`config.mk`:
```
export PLATFORM = sky130hd
export DESIGN_NAME = mw_mapper
export DESIGN_NICKNAME = d
export VERILOG_FILES = /design/src/rtl/mw_pkg.sv /design/src/rtl/mw_regs.sv /design/src/rtl/mw_region.sv /design/src/rtl/mw_addr_gen.sv /design/src/rtl/mw_access.sv /design/src/rtl/mw_mapper.sv
export SDC_FILE = /design/constraint.sdc
export NUM_CORES = 1
export LEC_CHECK = 0
export BUFFER_PORTS_ARGS = -buffer_cell sky130_fd_sc_hd__buf_2
export CAP_MARGIN = 10
export CORE_ASPECT_RATIO = 1.4
export CORE_MARGIN = 2
export CORE_UTILIZATION = 40
export CTS_BUF_LIST = sky130_fd_sc_hd__clkbuf_16
export CTS_CLUSTER_DIAMETER = 150
export DETAILED_ROUTE_END_ITERATION = 7
export PLACE_DENSITY = 0.82
export SYNTH_ARGS = -nofsm -noshare
export SYNTH_HDL_FRONTEND = slang
export SYNTH_SLANG_ARGS = --single-unit
```
`constraint.sdc`:
```
create_clock -name clk -period 1.05 [get_ports clk]
set_input_delay 0.105 -clock clk [delete_from_list [all_inputs] [get_ports clk]]
set_output_delay 0.105 -clock clk [all_outputs]
set_load 0.01 [all_outputs]
```
`src/rtl/mw_pkg.sv`:
```
package mw_pkg;

    // Configuration layout is fixed: neighbouring logic decodes these bits
    localparam int CFG_W = 8;

    typedef enum logic [1:0] {
        RGN_LOW_FIXED = 2'b00,
        RGN_LOW_RAM   = 2'b01,
        RGN_WIN_A     = 2'b10,
        RGN_WIN_B     = 2'b11
    } region_e;

    typedef enum logic [1:0] {
        SEL_PAGE_A = 2'd0,
        SEL_PAGE_B = 2'd1,
        SEL_CFG    = 2'd2,
        SEL_RSVD   = 2'd3
    } regsel_e;

    typedef struct packed {
        logic       spare7;
        logic       spare6;
        logic [1:0] clk_code;
        logic       ext_mode;
        logic       spare2;
        logic       ram_prot;
        logic       no_rom;
    } cfg_t;

endpackage

```
`src/rtl/mw_regs.sv`:
```
module mw_regs
    import mw_pkg::*;
#(
    parameter int PAGE_W = 8
) (
    input  logic              clk,
    input  logic              rst_n,
    input  logic              wr,
    input  regsel_e           sel,
    input  logic [PAGE_W-1:0] wdata,
    output logic [PAGE_W-1:0] page_a,
    output logic [PAGE_W-1:0] page_b,
    output cfg_t              cfg
);

    always_ff @(posedge clk or negedge rst_n) begin
        if (!rst_n) begin
            page_a <= '0;
            page_b <= '0;
            cfg    <= '0;
        end else if (wr) begin
            unique case (sel)
                SEL_PAGE_A: page_a <= wdata;
                SEL_PAGE_B: page_b <= wdata;
                SEL_CFG:    cfg    <= cfg_t'(wdata[CFG_W-1:0]);
                SEL_RSVD:   ;
            endcase
        end
    end

endmodule

```
`src/rtl/mw_region.sv`:
```
module mw_region
    import mw_pkg::*;
#(
    parameter int ADDR_W = 16
) (
    input  logic [ADDR_W-1:0] addr,
    output region_e           region
);

    always_comb begin
        region = region_e'(addr[ADDR_W-1 -: 2]);
    end

endmodule

```
`src/rtl/mw_addr_gen.sv`:
```
module mw_addr_gen
    import mw_pkg::*;
#(
    parameter int ADDR_W = 16,
    parameter int PHYS_W = 22,
    parameter int PAGE_W = 8
) (
    input  region_e           region,
    input  logic [ADDR_W-1:0] addr,
    input  logic [PAGE_W-1:0] page_a,
    input  logic [PAGE_W-1:0] page_b,
    input  logic              ext_mode,
    output logic [PHYS_W-1:0] phys
);

    localparam int BIG_OFF  = ADDR_W - 1;
    localparam int SMALL_OFF = ADDR_W - 2;
    localparam int BIG_PG   = PHYS_W - BIG_OFF;
    localparam int SMALL_PG = PHYS_W - SMALL_OFF;

    logic [PHYS_W-1:0] fixed_addr;
    logic [PHYS_W-1:0] big_addr;
    logic [PHYS_W-1:0] small_a_addr;
    logic [PHYS_W-1:0] small_b_addr;

    always_comb begin
        fixed_addr   = {{BIG_PG{1'b0}}, addr[BIG_OFF-1:0]};
        big_addr     = {page_a[BIG_PG-1:0], addr[BIG_OFF-1:0]};
        small_a_addr = {page_a[SMALL_PG-1:0], addr[SMALL_OFF-1:0]};
        small_b_addr = {page_b[SMALL_PG-1:0], addr[SMALL_OFF-1:0]};
    end

    always_comb begin
        unique case (region)
            RGN_LOW_FIXED: phys = fixed_addr;
            RGN_LOW_RAM:   phys = fixed_addr;
            RGN_WIN_A:     phys = ext_mode ? small_a_addr : big_addr;
            RGN_WIN_B:     phys = ext_mode ? small_b_addr : big_addr;
        endcase
    end

endmodule

```
`src/rtl/mw_access.sv`:
```
module mw_access
    import mw_pkg::*;
#(
    parameter int PHYS_W = 22,
    parameter int ADDR_W = 16,
    parameter int CLK_N  = 4
) (
    input  region_e           region,
    input  cfg_t              cfg,
    input  logic [PHYS_W-1:0] phys,
    input  logic              cpu_wr,
    output logic              rom_sel,
    output logic              mem_we,
    output logic [CLK_N-1:0]  clk_choice
);

    localparam int BIG_OFF = ADDR_W - 1;

    logic page0_hit;

    always_comb begin
        unique case (region)
            RGN_LOW_RAM:   rom_sel = 1'b0;
            RGN_LOW_FIXED,
            RGN_WIN_A,
            RGN_WIN_B:     rom_sel = !cfg.no_rom;
        endcase
    end

    always_comb begin
        page0_hit = (phys[PHYS_W-1:BIG_OFF] == '0);
        mem_we    = cpu_wr && !rom_sel && !(cfg.ram_prot && page0_hit);
    end

    for (genvar gi = 0; gi < CLK_N; gi++) begin : g_clk
        assign clk_choice[gi] = (cfg.clk_code == gi[1:0]);
    end

endmodule

```
`src/rtl/mw_mapper.sv`:
```
module mw_mapper
    import mw_pkg::*;
#(
    parameter int ADDR_W = 16,
    parameter int PHYS_W = 22,
    parameter int PAGE_W = 8
) (
    input  logic              clk,
    input  logic              rst_n,
    input  logic              reg_wr,
    input  logic [1:0]        reg_sel,
    input  logic [PAGE_W-1:0] reg_wdata,
    output logic [CFG_W-1:0]  cfg_rdata,
    input  logic [ADDR_W-1:0] cpu_addr,
    input  logic              cpu_wr,
    output logic [PHYS_W-1:0] phys_addr,
    output logic              rom_sel,
    output logic              mem_we,
    output logic [3:0]        clk_choice
);

    localparam int CLK_N = 4;

    logic [PAGE_W-1:0] page_a;
    logic [PAGE_W-1:0] page_b;
    cfg_t              cfg;
    region_e           region;

    mw_regs #(.PAGE_W(PAGE_W)) regs_i (
        .clk    (clk),
        .rst_n  (rst_n),
        .wr     (reg_wr),
        .sel    (regsel_e'(reg_sel)),
        .wdata  (reg_wdata),
        .page_a (page_a),
        .page_b (page_b),
        .cfg    (cfg)
    );

    mw_region #(.ADDR_W(ADDR_W)) region_i (
        .addr   (cpu_addr),
        .region (region)
    );

    mw_addr_gen #(.ADDR_W(ADDR_W), .PHYS_W(PHYS_W), .PAGE_W(PAGE_W)) addr_i (
        .region   (region),
        .addr     (cpu_addr),
        .page_a   (page_a),
        .page_b   (page_b),
        .ext_mode (cfg.ext_mode),
        .phys     (phys_addr)
    );

    mw_access #(.PHYS_W(PHYS_W), .ADDR_W(ADDR_W), .CLK_N(CLK_N)) access_i (
        .region     (region),
        .cfg        (cfg),
        .phys       (phys_addr),
        .cpu_wr     (cpu_wr),
        .rom_sel    (rom_sel),
        .mem_we     (mem_we),
        .clk_choice (clk_choice)
    );

    assign cfg_rdata = cfg;

endmodule

```
==> metrics.log <==
[metrics] result of the run: finished, violations left
[metrics] violated checks: setup timing
[metrics] number of library cell types mapped by synthesis: 19
[metrics] final antenna diode count: 0
[metrics] overall via count from detail_route: 933
[metrics] Avg Cell Area, Syn: 12.2 um2
[metrics] number of top-level pins: 66
[metrics] synthesized net count: 134
[metrics] clock sink count: 24
[metrics] count of routing violations after the opening detailed-route iteration: 16
[metrics] Die W: 51.6 um
[metrics] type of element capturing the critical path: output pin
[metrics] global route total overflow: 0
[metrics] final estimated routing congestion in global placement: 0.778
[metrics] number of DRC violations after detailed routing: 0
[metrics] global router's overall resource usage: 0.171
[metrics] CTS H-Tree Depth: 1
[metrics] share of final-layout standard cells stronger than drive strength 1: 0.669
[metrics] final hold vios: 0
[metrics] die span in y: 70.7 um
[metrics] post-synthesis sequential area ratio: 0.472
[metrics] Routed Antenna Nets: 0
[metrics] core region area: 0.00306 mm2
[metrics] detailed placement HPWL: 2100 um
[metrics] most frequent standard cell in the layout excluding fill and tap cells: sky130_fd_sc_hd__buf_2
[metrics] clock tree from TritonCTS: done
[metrics] final critical-path share of the clock period: 1.58
[metrics] final setup fails: 14
[metrics] number of antenna violations at the first check in global routing: 0
[metrics] vias in the first global route: 980
[metrics] post-route setup TNS: -3.98 ns
[metrics] Worst Slack Setup Final: -0.610 ns
[metrics] initial cell density of the core: 0.415
[metrics] largest net degree at the start of global routing: 25
[metrics] tightest hold margin: 0.0960 ns
[metrics] setup repair after global routing missed its margin: true
[metrics] largest fanout on the critical path: 9
[metrics] type of element launching the critical path: flip-flop
[metrics] Static Leak: 0.773 nW
[metrics] number of cell rows: 24
[metrics] routed via count divided by cell count: 5.15
[metrics] Root Driver: sky130_fd_sc_hd__clkbuf_16
[metrics] Worst EP arrival: 1.56 ns
[metrics] count of warnings emitted by yosys: 0
[metrics] Critical Setup Path Class: reg -> out
[metrics] number of optimization iterations in the first detailed-route pass: 4
[metrics] number of clock buffers inserted by TritonCTS: 3
[metrics] register bit total from synthesis: 24
[metrics] total power: 0.00299 W
[metrics] maximum achievable frequency: 602 MHz
[metrics] number of port buffers: 37
[metrics] clock skew: 0 ns
[metrics] area after detailed placement: 0.00153 mm2
[metrics] post-layout instance area: 0.00165 mm2
[metrics] CTS clk-pin slew, worst paths: 0.06 ns
[metrics] global-route wire length before repair: 4570 um
[metrics] maximum buffer depth of the clock tree: 2
[metrics] actual slew at the worst max-slew pin: 0.543 ns
[metrics] drt wl/cell: 15.9 um
[metrics] Worst-Skew Late Latency: 0.26 ns
[metrics] post-layout min period: 1.66 ns
[metrics] most frequent cells in the layout: 37 x sky130_fd_sc_hd__buf_2, 24 x sky130_fd_sc_hd__mux2_2, 23 x sky130_fd_sc_hd__dfrtp_1
[metrics] area growth from synthesis to layout: 29.5%
[metrics] Max Transition Viols Final: 0
[metrics] headroom to the max-slew limit: 0.638
[metrics] Final Routed Wirelength: 2870 um
[metrics] full die area: 0.00365 mm2
[metrics] endpoint required time on the critical path: 0.94 ns
[metrics] number of nets at the end of the flow: 173
[metrics] number of max-cap violations: 0
[metrics] Pwr Density: 1820 mW/mm2
[metrics] gate count after technology mapping: 104
[metrics] Post-Syn Area: 0.00127 mm2
[metrics] Hold Path Class: in -> reg
[metrics] Max IR drop VDD: 1460 uV
==> flip-flops by register name, indices dropped and copies added, names as in the netlist <==
register       flops
regs_i.page_a      8
regs_i.cfg         8
regs_i.page_b      8
==> metal layers <==
metal  global-route usage  vias to the layer above  part of all wire
met2                0.293                       44              0.52
met5                    0                        -                 0
li1                     -                      430                 -
met3               0.0338                        5             0.055
met4               0.0936                        0             0.023
met1                0.195                      454              0.40
==> per-stage QoR <==
step	instances	utilization	setup WS, ns
3_5_place_dp	174	0.498	-0.441
5_1_grt	181	0.538	-0.684
2_1_floorplan	104	-	-0.143
3_3_place_gp	174	0.498	-0.354
4_1_cts	179	0.531	-0.620
6_report	181	0.538	-0.610
==> worst max-delay path: stages (launching register included) <==
cell                      delay [ns]
sky130_fd_sc_hd__dfrtp_2        0.48
sky130_fd_sc_hd__o21ai_1        0.20
sky130_fd_sc_hd__a21oi_2        0.07
sky130_fd_sc_hd__nor4_2         0.29
sky130_fd_sc_hd__a21oi_1        0.10
sky130_fd_sc_hd__buf_2          0.15
==> area by class of cell <==
class,count,area (um2)
clock inverters,1,3.75
flip-flops and latches,24,602
repair buffers,52,313
clock buffers,3,75.1
well taps,39,48.8
inverters,1,3.75
multi-input cells,61,601
fillers,275,1420
==> cells in the mapped netlist, drive strengths merged <==
master,number,share of area
nor3b,1,0.015
mux2,24,0.21
nand2b,1,0.0049
and2,1,0.0049
nor2,1,0.0029
o21ai,9,0.035
buf,18,0.11
nand3b,2,0.018
nor4b,1,0.012
inv,1,0.0029
nor4,1,0.0049
nand3,1,0.0039
nand2,1,0.0029
dfrtp,24,0.47
nor2b,2,0.0098
mux2i,7,0.055
a21oi,9,0.035
==> worst paths after layout <==
| check | start | end | slack (ns) | cells after the start |
|---|---|---|---|---|
| worst max-delay path | regs_i.cfg[3] | mem_we | -0.61 | 5 |
| worst min-delay path | reg_wdata[4] | regs_i.cfg[4] | 0.1 | 2 |
| worst max register to register | regs_i.cfg[3] | regs_i.cfg[3] | -0.01 | 2 |
| worst min register to register | regs_i.cfg[6] | regs_i.cfg[6] | 0.50 | 1 |
| max in group asynchronous | rst_n | regs_i.cfg[3] | 0.29 | 2 |
| min in group asynchronous | rst_n | regs_i.page_a[4] | 0.37 | 2 |
==> timing repair <==
action	CTS	global route
pin swaps	0	1
resized for setup	5	1
hold buffers	1	0
setup endpoints to repair	14	16
endpoints found under the hold margin	24	0
cloned	0	0
buffers inserted	0	2
==> logic make-up (layout without fill, tap and decap cells) <==
family / after synthesis / count (layout) / share of synthesized area
mux: 31 / 31 / 0.268
simple gates: 12 / 12 / 0.0787
flops: 24 / 24 / 0.472
compound gates: 18 / 18 / 0.0709
buf+inv: 19 / 57 / 0.110
==> where the power goes <==
group	switching [W]	leakage [nW]	internal, W	total, W
registers	0.000140	0.283	0.00110	0.00124
logic	0.000427	0.448	0.000470	0.000897
clock network	0.000341	0.0423	0.000510	0.000851
No activity file was read; power rests on OpenSTA's default activity.
